### src/rtl/pred_exec_pkg.sv
package pred_exec_pkg;
  localparam int OP_W   = 3;
  localparam int COND_W = 4;

  typedef enum logic [OP_W-1:0] {
    OP_ADD  = 3'd0,
    OP_SUB  = 3'd1,
    OP_AND  = 3'd2,
    OP_OR   = 3'd3,
    OP_XOR  = 3'd4,
    OP_MOV  = 3'd5,
    OP_ANDN = 3'd6,
    OP_MVN  = 3'd7
  } alu_op_e;

  typedef enum logic [COND_W-1:0] {
    CND_ALWAYS = 4'd0,
    CND_ZSET   = 4'd1,
    CND_ZCLR   = 4'd2,
    CND_CSET   = 4'd3,
    CND_CCLR   = 4'd4,
    CND_VSET   = 4'd5,
    CND_VCLR   = 4'd6,
    CND_CS_VC  = 4'd7
  } cond_e;

  typedef struct packed {
    logic n;
    logic z;
    logic c;
    logic v;
  } flags_t;
endpackage

### src/rtl/pred_rst_sync.sv
module pred_rst_sync #(
  parameter int STAGES = 2
) (
  input  logic clk,
  input  logic rst_n,
  output logic rst_sync_n
);
  logic [STAGES-1:0] chain_q;

  always_ff @(posedge clk or negedge rst_n) begin
    if (!rst_n) chain_q <= '0;
    else        chain_q <= {chain_q[STAGES-2:0], 1'b1};
  end

  assign rst_sync_n = chain_q[STAGES-1];
endmodule

### src/rtl/pred_cond_eval.sv
module pred_cond_eval
  import pred_exec_pkg::*;
(
  input  logic [COND_W-1:0] cond,
  input  logic              z,
  input  logic              c,
  input  logic              v,
  output logic              pass
);
  always_comb begin
    case (cond_e'(cond))
      CND_ALWAYS: pass = 1'b1;
      CND_ZSET:   pass = z;
      CND_ZCLR:   pass = ~z;
      CND_CSET:   pass = c;
      CND_CCLR:   pass = ~c;
      CND_VSET:   pass = v;
      CND_VCLR:   pass = ~v;
      CND_CS_VC:  pass = c & ~v;
      default:    pass = 1'b0;   // codes 8..15: never
    endcase
  end
endmodule

### src/rtl/pred_alu.sv
module pred_alu
  import pred_exec_pkg::*;
#(
  parameter int DATA_W = 32
) (
  input  logic [OP_W-1:0]   op,
  input  logic [DATA_W-1:0] a,
  input  logic [DATA_W-1:0] b,
  input  logic              carry_in,
  output logic [DATA_W-1:0] result,
  output flags_t            flags_nx
);
  localparam int MSB = DATA_W - 1;

  logic              is_sub;
  logic [DATA_W-1:0] b_eff;
  logic [DATA_W:0]   wide;

  always_comb begin
    is_sub = (alu_op_e'(op) == OP_SUB);
    b_eff  = is_sub ? ~b : b;
    wide   = {1'b0, a} + {1'b0, b_eff} + {{DATA_W{1'b0}}, is_sub};
  end

  always_comb begin
    flags_nx.c = carry_in;
    flags_nx.v = 1'b0;
    case (alu_op_e'(op))
      OP_ADD, OP_SUB: begin
        result     = wide[MSB:0];
        flags_nx.c = wide[DATA_W];
        flags_nx.v = (a[MSB] == b_eff[MSB]) && (wide[MSB] != a[MSB]);
      end
      OP_AND:  result = a & b;
      OP_OR:   result = a | b;
      OP_XOR:  result = a ^ b;
      OP_MOV:  result = b;
      OP_ANDN: result = a & ~b;
      OP_MVN:  result = ~b;
      default: result = b;
    endcase
    flags_nx.n = result[MSB];
    flags_nx.z = (result == '0);
  end
endmodule

### src/rtl/pred_flag_reg.sv
module pred_flag_reg
  import pred_exec_pkg::*;
(
  input  logic   clk,
  input  logic   rst_n,
  input  logic   upd,
  input  flags_t flags_d,
  output flags_t flags_q
);
  flags_t flags_nx;

  always_comb begin
    flags_nx = flags_q;
    if (upd) flags_nx = flags_d;
  end

  always_ff @(posedge clk or negedge rst_n) begin
    if (!rst_n) flags_q <= '0;
    else        flags_q <= flags_nx;
  end

  // without an update request the stored flags persist
  a_r10_flags_persist: assert property (@(posedge clk) disable iff (!rst_n)
    !upd |=> $stable(flags_q));
  // a requested update is visible after exactly one edge
  a_r8_update_next: assert property (@(posedge clk) disable iff (!rst_n)
    upd |=> (flags_q == $past(flags_d)));
endmodule

### src/rtl/pred_exec_unit.sv
module pred_exec_unit
  import pred_exec_pkg::*;
#(
  parameter int DATA_W    = 32,
  parameter int REG_IDX_W = 4
) (
  input  logic                 clk,
  input  logic                 rst_n,
  input  logic                 issue_vld,
  input  logic [OP_W-1:0]      issue_op,
  input  logic [DATA_W-1:0]    issue_a,
  input  logic [DATA_W-1:0]    issue_b,
  input  logic [REG_IDX_W-1:0] issue_dst,
  input  logic [COND_W-1:0]    issue_cond,
  input  logic                 issue_setf,
  output logic                 wb_en,
  output logic [DATA_W-1:0]    wb_data,
  output logic [REG_IDX_W-1:0] wb_dst,
  output logic [3:0]           flags_o
);
  logic              rst_sync_n;
  flags_t            flags_q;
  flags_t            alu_flags;
  logic [DATA_W-1:0] alu_res;
  logic              cond_ok;
  logic              exec;
  logic              flag_upd;

  logic                 wb_en_q,   wb_en_d;
  logic [DATA_W-1:0]    wb_data_q, wb_data_d;
  logic [REG_IDX_W-1:0] wb_dst_q,  wb_dst_d;

  pred_rst_sync #(.STAGES(2)) u_rst (
    .clk(clk), .rst_n(rst_n), .rst_sync_n(rst_sync_n)
  );

  pred_cond_eval u_cond (
    .cond(issue_cond), .z(flags_q.z), .c(flags_q.c), .v(flags_q.v), .pass(cond_ok)
  );

  pred_alu #(.DATA_W(DATA_W)) u_alu (
    .op(issue_op), .a(issue_a), .b(issue_b), .carry_in(flags_q.c),
    .result(alu_res), .flags_nx(alu_flags)
  );

  always_comb begin
    exec     = issue_vld & cond_ok;
    flag_upd = exec & issue_setf;
  end

  pred_flag_reg u_flags (
    .clk(clk), .rst_n(rst_sync_n), .upd(flag_upd), .flags_d(alu_flags), .flags_q(flags_q)
  );

  // next-state for write-back register, data held unless an op executes
  always_comb begin
    wb_en_d   = exec;
    wb_data_d = wb_data_q;
    wb_dst_d  = wb_dst_q;
    if (exec) begin
      wb_data_d = alu_res;
      wb_dst_d  = issue_dst;
    end
  end

  always_ff @(posedge clk or negedge rst_sync_n) begin
    if (!rst_sync_n) begin
      wb_en_q   <= 1'b0;
      wb_data_q <= '0;
      wb_dst_q  <= '0;
    end else begin
      wb_en_q   <= wb_en_d;
      wb_data_q <= wb_data_d;
      wb_dst_q  <= wb_dst_d;
    end
  end

  assign wb_en   = wb_en_q;
  assign wb_data = wb_data_q;
  assign wb_dst  = wb_dst_q;
  assign flags_o = flags_q;

  // failed condition leaves no write and no flag change
  a_r3_fail_no_write: assert property (@(posedge clk) disable iff (!rst_sync_n)
    (issue_vld && !cond_ok) |=> !wb_en);
  a_r3_fail_flags_kept: assert property (@(posedge clk) disable iff (!rst_sync_n)
    (issue_vld && !cond_ok) |=> $stable(flags_o));
  // idle cycles write nothing
  a_r7_idle_no_write: assert property (@(posedge clk) disable iff (!rst_sync_n)
    !issue_vld |=> (!wb_en && $stable(flags_o)));
  // codes 8..15 never execute
  a_r9_never_codes: assert property (@(posedge clk) disable iff (!rst_sync_n)
    (issue_vld && issue_cond[3]) |=> (!wb_en && $stable(flags_o)));
  // executed op without flag-update bit keeps flags
  a_r4_noset_keeps: assert property (@(posedge clk) disable iff (!rst_sync_n)
    (issue_vld && !issue_setf) |=> $stable(flags_o));
  // an executed op presents its destination one cycle later
  a_r7_dst_latency: assert property (@(posedge clk) disable iff (!rst_sync_n)
    (issue_vld && cond_ok) |=> (wb_en && wb_dst == $past(issue_dst)));
endmodule

### config.mk
export PLATFORM = sky130hd
export DESIGN_NAME = pred_exec_unit
export DESIGN_NICKNAME = d
export VERILOG_FILES = /design/src/rtl/pred_exec_pkg.sv /design/src/rtl/pred_rst_sync.sv /design/src/rtl/pred_cond_eval.sv /design/src/rtl/pred_alu.sv /design/src/rtl/pred_flag_reg.sv /design/src/rtl/pred_exec_unit.sv
export SDC_FILE = /design/constraint.sdc
export NUM_CORES = 1
export LEC_CHECK = 0
export BUFFER_PORTS_ARGS = -buffer_cell sky130_fd_sc_hd__buf_2
export CAP_MARGIN = 5
export CORE_UTILIZATION = 40
export CTS_CLUSTER_DIAMETER = 50
export CTS_CLUSTER_SIZE = 8
export DETAILED_ROUTE_END_ITERATION = 16
export PLACE_DENSITY = 0.63
export SLEW_MARGIN = 25
export SYNTH_ARGS = -nofsm -noshare
export SYNTH_HDL_FRONTEND = slang
export SYNTH_SLANG_ARGS = --single-unit
### constraint.sdc
create_clock -name clk -period 4.1 [get_ports clk]
set_clock_uncertainty 0.15 [all_clocks]
set_input_delay 0 -clock clk [delete_from_list [all_inputs] [get_ports clk]]
set_output_delay 0 -clock clk [all_outputs]
set_load 0.02 [all_outputs]
# Yosys cells after proc, flatten, opt, wreduce, memory -nomap -nowiden

Index checks and enable logic that the tools add are counted.

Reductions and logical operators: 6
Add/sub/neg operators: 2
Bitwise logic cells: 11
Mux-type cells: 4
Equal/unequal tests: 16

Operators by type and width:

| operator                                                              | number |
|---|---|
| 32-bit one-hot mux with 7 select lines                                | 1 |
| 32-bit bitwise AND                                                    | 2 |
| 32-bit by 32-bit adder with 33-bit output                             | 1 |
| 33-bit by 1-bit adder with 33-bit output                              | 1 |
| 32-bit logical NOT                                                    | 1 |
| 32-bit 2-to-1 mux                                                     | 1 |
| 32-bit NOT                                                            | 1 |
| 32-bit OR                                                             | 1 |
| 32-bit bitwise XOR                                                    | 1 |
| 4-bit by 3-bit equality test with 1-bit output, second input constant | 4 |
| 3-bit equality test, second input constant                            | 4 |
| 4-bit by 2-bit equality test with 1-bit output, second input constant | 2 |
| 1-bit one-hot mux with 8 select lines                                 | 1 |
| 3-bit by 2-bit equality test with 1-bit output, second input constant | 2 |
| 4-bit by 1-bit equality test with 1-bit output, second input constant | 1 |
| 4-bit logical NOT                                                     | 1 |
| 1-bit bitwise AND                                                     | 3 |
| 3-bit by 1-bit equality test with 1-bit output, second input constant | 1 |
| 3-bit logical NOT                                                     | 1 |
| 1-bit NOT                                                             | 3 |
| 2-bit AND reduction                                                   | 1 |
| 2-bit OR reduction                                                    | 1 |
| 1-bit equality test                                                   | 1 |
| 1-bit logical AND                                                     | 1 |
| other kinds (2)                                                       | 2 |

Word-level logic and storage cells: 47
Flip-flop bits (word level): 43
Input bits: 79
Output and inout port bits: 41

# Depth between registers and ports, before layout

Gate-level depths: netlist (run 1).

Depth after elaboration: 7
Depth in mapped cells: 19
Gate-level depth less buffers: 15

# By module

Synthesis (run 1) repeated with hierarchy kept, for this count alone.

Cells, all modules: 828
Area, all modules: 6,553.8 µm²

Modules (own cells, without submodules):

| module         | sequential area each (µm²) | area an instance (µm²) | cells each | instances |
|---|---|---|---|---|
| pred_alu       | 0.0                        | 4,792.1                | 727        | 1 |
| pred_exec_unit | 925.9                      | 1,495.2                | 79         | 1 |
| pred_flag_reg  | 100.1                      | 145.1                  | 8          | 1 |
| pred_cond_eval | 0.0                        | 67.6                   | 11         | 1 |
| pred_rst_sync  | 50.0                       | 53.8                   | 3          | 1 |

# Worst setup path after synthesis (run 1)

OpenSTA, ideal clock, no wires.

Path type: in2reg
Start point: input issue_op[1]
End point: register u_flags.flags_q[3] (netlist name)
Cell stages on the path: 16
Setup slack: -326 ps
Setup time: 125 ps
Buffers on the path: 5
Data arrival time: 4,152 ps
Required time: 3,825 ps
Path through: buf_2 > buf_1 > clkbuf_1 > clkbuf_1 > nor2_1 > buf_1 > xnor2_1 > ha_1 > a21oi_1 > o211ai_1 > o211a_4 > o41a_2 > a211oi_2 > o41ai_2 > o211a_1 > mux2_2

Cells in the longest elaborated chain, start to end: 5
Elaborated cells on any way between the ends: 13
Those cells by class: 2 x add/sub; 7 x eq/ne; 2 x mux; 2 x reduce/logical

Ends and longest elaborated chain:

| element                                        | RTL line                       | RTL |
|---|---|---|
| from (decl)                                    | pred_exec_unit.sv:10           | `input logic [OP_W-1:0] issue_op,` |
| 3-bit by 1-bit equality test with 1-bit output | pred_alu.sv:20, pred_alu.sv:28 |  |
| 32-bit 2-to-1 mux                              | pred_alu.sv:21                 | `b_eff = is_sub ? ~b : b;` |
| 32-bit by 32-bit adder with 33-bit output      | pred_alu.sv:22                 | `wide = {1'b0, a} + {1'b0, b_eff} + {{DATA_W{1'b0}}, is_sub};` |
| 33-bit by 1-bit adder with 33-bit output       | pred_alu.sv:22                 |  |
| 32-bit one-hot mux with 7 select lines *       | pred_alu.sv:28                 | `case (alu_op_e'(op))` |

Mark *: on every way between the ends. The rest lies on a longest branch, timed or not.
A chain may end at the register's enable or synchronous reset.

# Worst setup path in the final report (run 1)

Start point: input issue_op[2]
End point: register u_flags.flags_q[3] (netlist name)

Cells in the longest elaborated chain, start to end: 5
Elaborated cells on any way between the ends: 13
Those cells by class: 2 x add/sub; 7 x eq/ne; 2 x mux; 2 x reduce/logical

Ends and longest elaborated chain:

| element                                        | RTL line |
|---|---|
| 3-bit by 1-bit equality test with 1-bit output | pred_alu.sv:20, pred_alu.sv:28 |
| 32-bit 2-to-1 mux                              | pred_alu.sv:21 |
| 32-bit by 32-bit adder with 33-bit output      | pred_alu.sv:22 |
| 33-bit by 1-bit adder with 33-bit output       | pred_alu.sv:22 |
| 32-bit one-hot mux with 7 select lines *       | pred_alu.sv:28 |

Marked as above.

==> impl_metrics.ini, run 1 <==
[cells_and_area]
nNetsFinal = 1134
layout-drive-gt1-share_pct = 18.2
final_cell_count_no_fill = 1201
syn2layout_area_growth_pct = 16.5
antenna_cells_inserted = 0

[drt]
detailedRoute.firstPassIterationCount = 5
vias_per_cell = 5.75
detail_route.wirelength_um = 21400
drt_iter0_markers = 524
vias = 6906
wl_per_cell_um = 17.8
post-route-drc-count = 0
ant_nets = 0

[sta]
rsz_0062_raised_after_global_routing = false
setup_total_negative_slack_ps = 0
max_slew.worst_pin.slew_ps = 877
setup-violations-final = 0
maxSlewHeadroom_pct = 41.5
finalCritPeriodShare_pct = 88.7
max_freq_mhz = 275
finalMaxSlewViolations = 0
final_hold_viol_count = 0
final.min_clock_period_ps = 3640

[critical_path]
r2r_cells = 9
crit_path_end_kind = register
startpoint_type = input port
criticalPathCategory = in -> reg
critPathMaxFanout = 10
critPathRequiredTime_ps = 4110
worstPathArrival_ps = 3650

[yosys]
synth.yosys.seq_area_share_pct = 16.9
synth_enable_flop_cells = 0
synth_area_um2 = 6380
syn_area_per_cell_um2 = 7.19
syn-instance-count = 887
postSynth.asyncResetShare_pct = 100
synth-seq-cells = 43
mappedNetlistNets = 1032
synth_cell_types = 89
synth.area.top_cells = sky130_fd_sc_hd__dfrtp_1 (17%), sky130_fd_sc_hd__ha_1 (13%), sky130_fd_sc_hd__nand2_1 (6.9%), sky130_fd_sc_hd__a21oi_1 (6.7%), sky130_fd_sc_hd__xnor2_1 (5.5%)
netlist.top_cell.by_area = sky130_fd_sc_hd__dfrtp_1
area_fraction_of_the_dominant_cell_type_after_synthesis_pct = 16.9
yosysWarnings = 0
yosys_most_used_dff = sky130_fd_sc_hd__dfrtp_1

[placed_design]
globalplace.congestion = 1.03
place.port_buffers = 119
numPlacedInstances = 1186
dp_hpwl_um = 16900

[clocking]
clockBufferDepth = 2
post_cts_resize_count = 0
cts_tree = yes
cts_root_cell = sky130_fd_sc_hd__clkbuf_16
worst_setup_hold_path_clk_slew_ps = 60
post_cts_buffers = 0
cts-buffers-inserted = 5
cts_htree_levels = 2
cts_hold_buffers_added = 7
clock_sink_count = 43
clock_insertion_delay_worst_skew_ps = 270

[job]
maxCapViolations = 0

[global_route]
globalRoute.totalOverflow = 0
largest_net_degree_at_the_start_of_global_routing = 58
grt_pass1_vias = 5998
gr-usage-all-layers_pct = 25.6
wire_length_of_the_first_global_routing_pass_um = 33300
grt_antenna_before_repair = 0

[outcome]
run_status = completed

[pwr]
cellPowerDensity_nw_per_um2 = 309
max-vdd-ir-drop_mv = 0.219
power.leakage_uw = 0.00353

[floorplan]
ios = 120
height_of_the_die_um = 128
die_x_um = 128
floorplan.initialDensity_pct = 41.5
rows = 45
floorplan.core_area_um2 = 15400
fp.dieArea_um2 = 16500

[min_path]
worstHoldPathType = in -> reg
holdPathStages = 4
layer usage:
metal	share of wire (%)	track usage, %
met5	0	0
met4	1.5	6.16
met3	8.0	3.34
met2	42	37.6
met1	49	39.0
state kept, by name, indices dropped and copies added (netlist names):
| name | count |
|---|---|
| u_flags.flags_q | 4 |
| wb_en | 1 |
| u_rst.chain_q | 2 |
| wb_dst | 4 |
| wb_data | 32 |
cell usage after synthesis, types with 7 or more instances:
master                       n
sky130_fd_sc_hd__a21o_1     17
sky130_fd_sc_hd__nand2_1   117
sky130_fd_sc_hd__nor2_1     60
sky130_fd_sc_hd__nand4_1     8
sky130_fd_sc_hd__nor4_1      7
sky130_fd_sc_hd__clkbuf_1   32
sky130_fd_sc_hd__nor2b_1     7
sky130_fd_sc_hd__o21ai_0    60
sky130_fd_sc_hd__a21oi_1    85
sky130_fd_sc_hd__inv_1      77
sky130_fd_sc_hd__buf_4       7
sky130_fd_sc_hd__dfrtp_1    43
sky130_fd_sc_hd__buf_1       7
sky130_fd_sc_hd__a31oi_1    10
sky130_fd_sc_hd__xnor2_1    40
sky130_fd_sc_hd__ha_1       65
sky130_fd_sc_hd__o211ai_1   11
sky130_fd_sc_hd__xor2_1      8
sky130_fd_sc_hd__mux2i_1    11
sky130_fd_sc_hd__a211oi_1   21
sky130_fd_sc_hd__or3_1       9
sky130_fd_sc_hd__o22ai_1     9
sky130_fd_sc_hd__nor3_1     16
sky130_fd_sc_hd__nand3_1    24
kinds of logic after synthesis:
family,count (synthesis),share of synthesized area [%]
AO/OA/AOI/OAI,292,30.8
AND/OR/NAND/NOR,291,21.9
buffers and inverters,131,8.29
adder cells (fa/ha/maj),66,13.1
XOR/XNOR,48,6.59
flip-flops,43,16.9
multiplexers,15,2.43
other,1,0.0588
critical path, cell delays in order:
cell and delay, ps:
sky130_fd_sc_hd__buf_2 100, sky130_fd_sc_hd__nand2b_1 180, sky130_fd_sc_hd__nor2_4 340, sky130_fd_sc_hd__buf_12 190
sky130_fd_sc_hd__xnor2_1 130, sky130_fd_sc_hd__ha_1 300, sky130_fd_sc_hd__a21oi_1 360, sky130_fd_sc_hd__o211ai_1 180
sky130_fd_sc_hd__o211a_4 290, sky130_fd_sc_hd__o41a_2 540, sky130_fd_sc_hd__a211oi_2 330, sky130_fd_sc_hd__o41ai_2 170
sky130_fd_sc_hd__o211a_1 280, sky130_fd_sc_hd__mux2_2 270
where the power goes:
group / total [uW] / internal, uW / switching, uW
Sequential: 611 / 540 / 71.2
Combinational: 1250 / 457 / 794
Clock: 433 / 288 / 146
Total: 2300 / 1290 / 1010
path summary, 6_finish.rpt:
check	from	endpoint	slack [ps]
max	issue_op[2]	u_flags.flags_q[3]	460
min	issue_a[31]	u_flags.flags_q[0]	10
max reg2reg	u_flags.flags_q[1]	wb_data[14]	1010
min reg2reg	u_rst.chain_q[0]	u_rst.chain_q[1]	200
max in group asynchronous	u_rst.chain_q[1]	wb_data[11]	3000
min in group asynchronous	u_rst.chain_q[1]	wb_dst[2]	230
cells in the final DEF (no fill, tap or decap), types with 16 or more instances in the layout:
cell / n
sky130_fd_sc_hd__a211oi_1: 21
sky130_fd_sc_hd__a21o_1: 17
sky130_fd_sc_hd__a21oi_1: 85
sky130_fd_sc_hd__buf_2: 119
sky130_fd_sc_hd__buf_4: 21
sky130_fd_sc_hd__dfrtp_1: 42
sky130_fd_sc_hd__ha_1: 65
sky130_fd_sc_hd__inv_1: 77
sky130_fd_sc_hd__nand2_1: 117
sky130_fd_sc_hd__nand3_1: 24
sky130_fd_sc_hd__nor2_1: 58
sky130_fd_sc_hd__nor3_1: 16
sky130_fd_sc_hd__o21ai_0: 60
sky130_fd_sc_hd__xnor2_1: 40
cell type report:
cell class / instances / area, um2
inverter: 78 / 293
timing repair buffer: 148 / 843
clock buffer: 7 / 133
fill: 1604 / 7930
multi-input combinational: 713 / 4800
sequential: 43 / 1080
tap: 211 / 264
clock inverter: 1 / 30.0
metrics by stage:
stage / worst slack, ps / power, uW / instance area, um2 / hold slack (ps) / util [%]
CTS: 488 / 2290 / 7440 / 6.96 / 48.4
floorplan: 13.4 / 1450 / 6390 / -446 / -
finish: 464 / 2300 / 7440 / 13.0 / 48.4
detailed placement: 213 / 1850 / 7200 / -361 / 46.9
global placement: 259 / 1830 / 7200 / -363 / 46.9
global route: 199 / 2460 / 7440 / 67.7 / 48.4
Note: power is estimated with default switching activity, not from simulation.
==> run 2: changes to the inputs <==
--- a/config.mk
+++ b/config.mk
@@ -5,13 +5,13 @@
 export SDC_FILE = /design/constraint.sdc
 export NUM_CORES = 1
 export LEC_CHECK = 0
-export BUFFER_PORTS_ARGS = -buffer_cell sky130_fd_sc_hd__buf_2
 export CAP_MARGIN = 5
 export CORE_UTILIZATION = 40
 export CTS_CLUSTER_DIAMETER = 50
 export CTS_CLUSTER_SIZE = 8
 export DETAILED_ROUTE_END_ITERATION = 16
-export PLACE_DENSITY = 0.63
+export DONT_BUFFER_PORTS = 1
+export PLACE_DENSITY = 0.56
 export SLEW_MARGIN = 25
 export SYNTH_ARGS = -nofsm -noshare
 export SYNTH_HDL_FRONTEND = slang
==> impl_metrics.ini, run 2 (synthesized netlist as in run 1, its figures left out) <==
[cells_and_area]
largest_register_ffs = 32
syn2layout_area_growth_pct = 7.18
layout-drive-gt1-share_pct = 6.32
antenna_cells_inserted = 0
layout_common_cells = sky130_fd_sc_hd__nand2_1 (117), sky130_fd_sc_hd__a21oi_1 (85), sky130_fd_sc_hd__inv_1 (77)
final_cell_count_no_fill = 1081
nNetsFinal = 1015
fillerInstances = 1636
layout_commonest_cell = sky130_fd_sc_hd__nand2_1

[critical_path]
cpMaxStageDelayCell = sky130_fd_sc_hd__a2111oi_0
regToRegSetupSlack_ps = 1380
r2r_cells = 7
startpoint_type = input port
cp_cell_sequence = nand2b_1 > nor2_4 > buf_4 > xnor2_1 > ha_1 > a21oi_1 > o21ai_0 > a21oi_1 > a21oi_1 > a2111oi_0 > nor3_1 > or3b_1 > nor4_4 > nand4b_1 > nand2_1
crit_path_end_kind = register
cpPeakStageDelay_ps = 430
worst_r2r_startpoint = u_flags.flags_q[1]
critPathRequiredTime_ps = 4170
worstPathArrival_ps = 3510
critPathMaxFanout = 40
cpMostUsedCell = sky130_fd_sc_hd__a21oi_1
criticalPathCategory = in -> reg
critical_path.reg2reg.endpoint = wb_data[11]

[pwr]
power.leakage_uw = 0.00303
cellPowerDensity_nw_per_um2 = 310
max-vdd-ir-drop_mv = 0.298

[min_path]
worstHoldPathType = in -> reg
holdPathStages = 3
hold_start = issue_vld
hold_end = u_flags.flags_q[2]

[clocking]
cts_htree_levels = 2
clock_insertion_delay_worst_skew_ps = 280
worst_setup_hold_path_clk_slew_ps = 60
cts-buffers-inserted = 5
cts_root_cell = sky130_fd_sc_hd__clkbuf_16
clock_sink_count = 43
cts_hold_buffers_added = 13
post_cts_buffers = 0
cts_tree = yes
post_cts_resize_count = 0
clockBufferDepth = 2

[global_route]
gr-usage-all-layers_pct = 26.0
grt_most_used_layer = met1
wire_length_of_the_first_global_routing_pass_um = 33200
globalRoute.totalOverflow = 0
grt_antenna_before_repair = 0
largest_net_degree_at_the_start_of_global_routing = 54
grtUsageMet3_pct = 4.97
grt_pass1_vias = 5798
met1_usage_pct = 39.0
use_met2_pct = 38.9

[drt]
post-route-drc-count = 0
detail_route.wirelength_um = 21700
wl_per_cell_um = 20.1
vias_per_cell = 6.01
vias = 6494
drt_iter0_markers = 412
ant_nets = 0
detailedRoute.firstPassIterationCount = 5

[floorplan]
die_x_um = 128
floorplan.initialDensity_pct = 41.5
floorplan.core_area_um2 = 15400
rows = 45
height_of_the_die_um = 128
ios = 120
fp.dieArea_um2 = 16500

[sta]
max_freq_mhz = 291
max_slew.worst_pin.slew_ps = 945
finalMaxSlewViolations = 0
final_hold_viol_count = 3
maxSlewHeadroom_pct = 36.7
rsz_0062_raised_after_global_routing = false
finalCritPeriodShare_pct = 83.7
setup_total_negative_slack_ps = 0
hold_slack_ps = -4.88
final.min_clock_period_ps = 3430
setup-violations-final = 0

[placed_design]
globalplace.congestion = 0.924
numPlacedInstances = 1061
dp_hpwl_um = 16800
place.port_buffers = 0

[job]
maxCapViolations = 0

[outcome]
failed_checks = hold timing
run_status = complete, but fails checks
## run 2: changes by cell type in the layout (fill, tap and decap cells not counted)
cell,previous run,this run
sky130_fd_sc_hd__buf_2,119,0
sky130_fd_sc_hd__dlygate4sd3_1,7,13
sky130_fd_sc_hd__buf_4,21,16
sky130_fd_sc_hd__a2111oi_0,2,3
sky130_fd_sc_hd__a2111oi_1,1,0
sky130_fd_sc_hd__buf_12,1,0
sky130_fd_sc_hd__clkbuf_1,2,1
## run 2: critical path, delay by kind of cell
family | cells | cell delay, ps
buf+inv | 1 | 240
simple gates | 7 | 1330
compound gates | 5 | 1460
fa+ha+maj | 1 | 310
xor+xnor | 1 | 140
## run 2: area by class of cell
cell class | instances | area, um2 | area share [%]
inverter | 78 | 293 | 4.28
sequential | 43 | 1080 | 15.8
tap | 211 | 264 | 3.86
clock inverter | 1 | 30.0 | 0.439
clock buffer | 6 | 129 | 1.88
timing repair buffer | 29 | 250 | 3.66
multi-input combinational | 713 | 4800 | 70.1
## run 2: worst max path at each step
stage,from,end
final,issue_op[2],u_flags.flags_q[2]
after CTS,issue_op[2],u_flags.flags_q[2]
after floorplan,issue_op[1],u_flags.flags_q[3]
after detailed placement,issue_op[2],u_flags.flags_q[2]
after global placement,issue_op[2],u_flags.flags_q[2]
after global routing,issue_op[2],u_flags.flags_q[2]
## run 2: power breakdown
| part | switching (uW) | total (uW) | internal (uW) |
|---|---|---|---|
| Clock | 148 | 432 | 284 |
| Combinational | 548 | 903 | 355 |
| Sequential | 243 | 783 | 540 |
| Total | 940 | 2120 | 1180 |
## run 2: metal layers
| metal | part of all wire, % | vias up |
|---|---|---|
| met2 | 42 | 241 |
| met3 | 8.8 | 12 |
| met5 | 0 | - |
| met4 | 0.62 | 0 |
| li1 | - | 3176 |
| met1 | 49 | 3065 |
## run 2: per-stage QoR
stage	power (uW)	instance area, um2	hold WS, ps	worst slack [ps]	utilization, %
finish	2120	6840	-4.88	667	44.5
global route	2270	6840	21.4	410	44.5
CTS	2120	6840	3.03	703	44.5
detailed placement	1670	6550	-446	416	42.6
global placement	1660	6550	-446	462	42.6
floorplan	1450	6390	-446	13.4	-
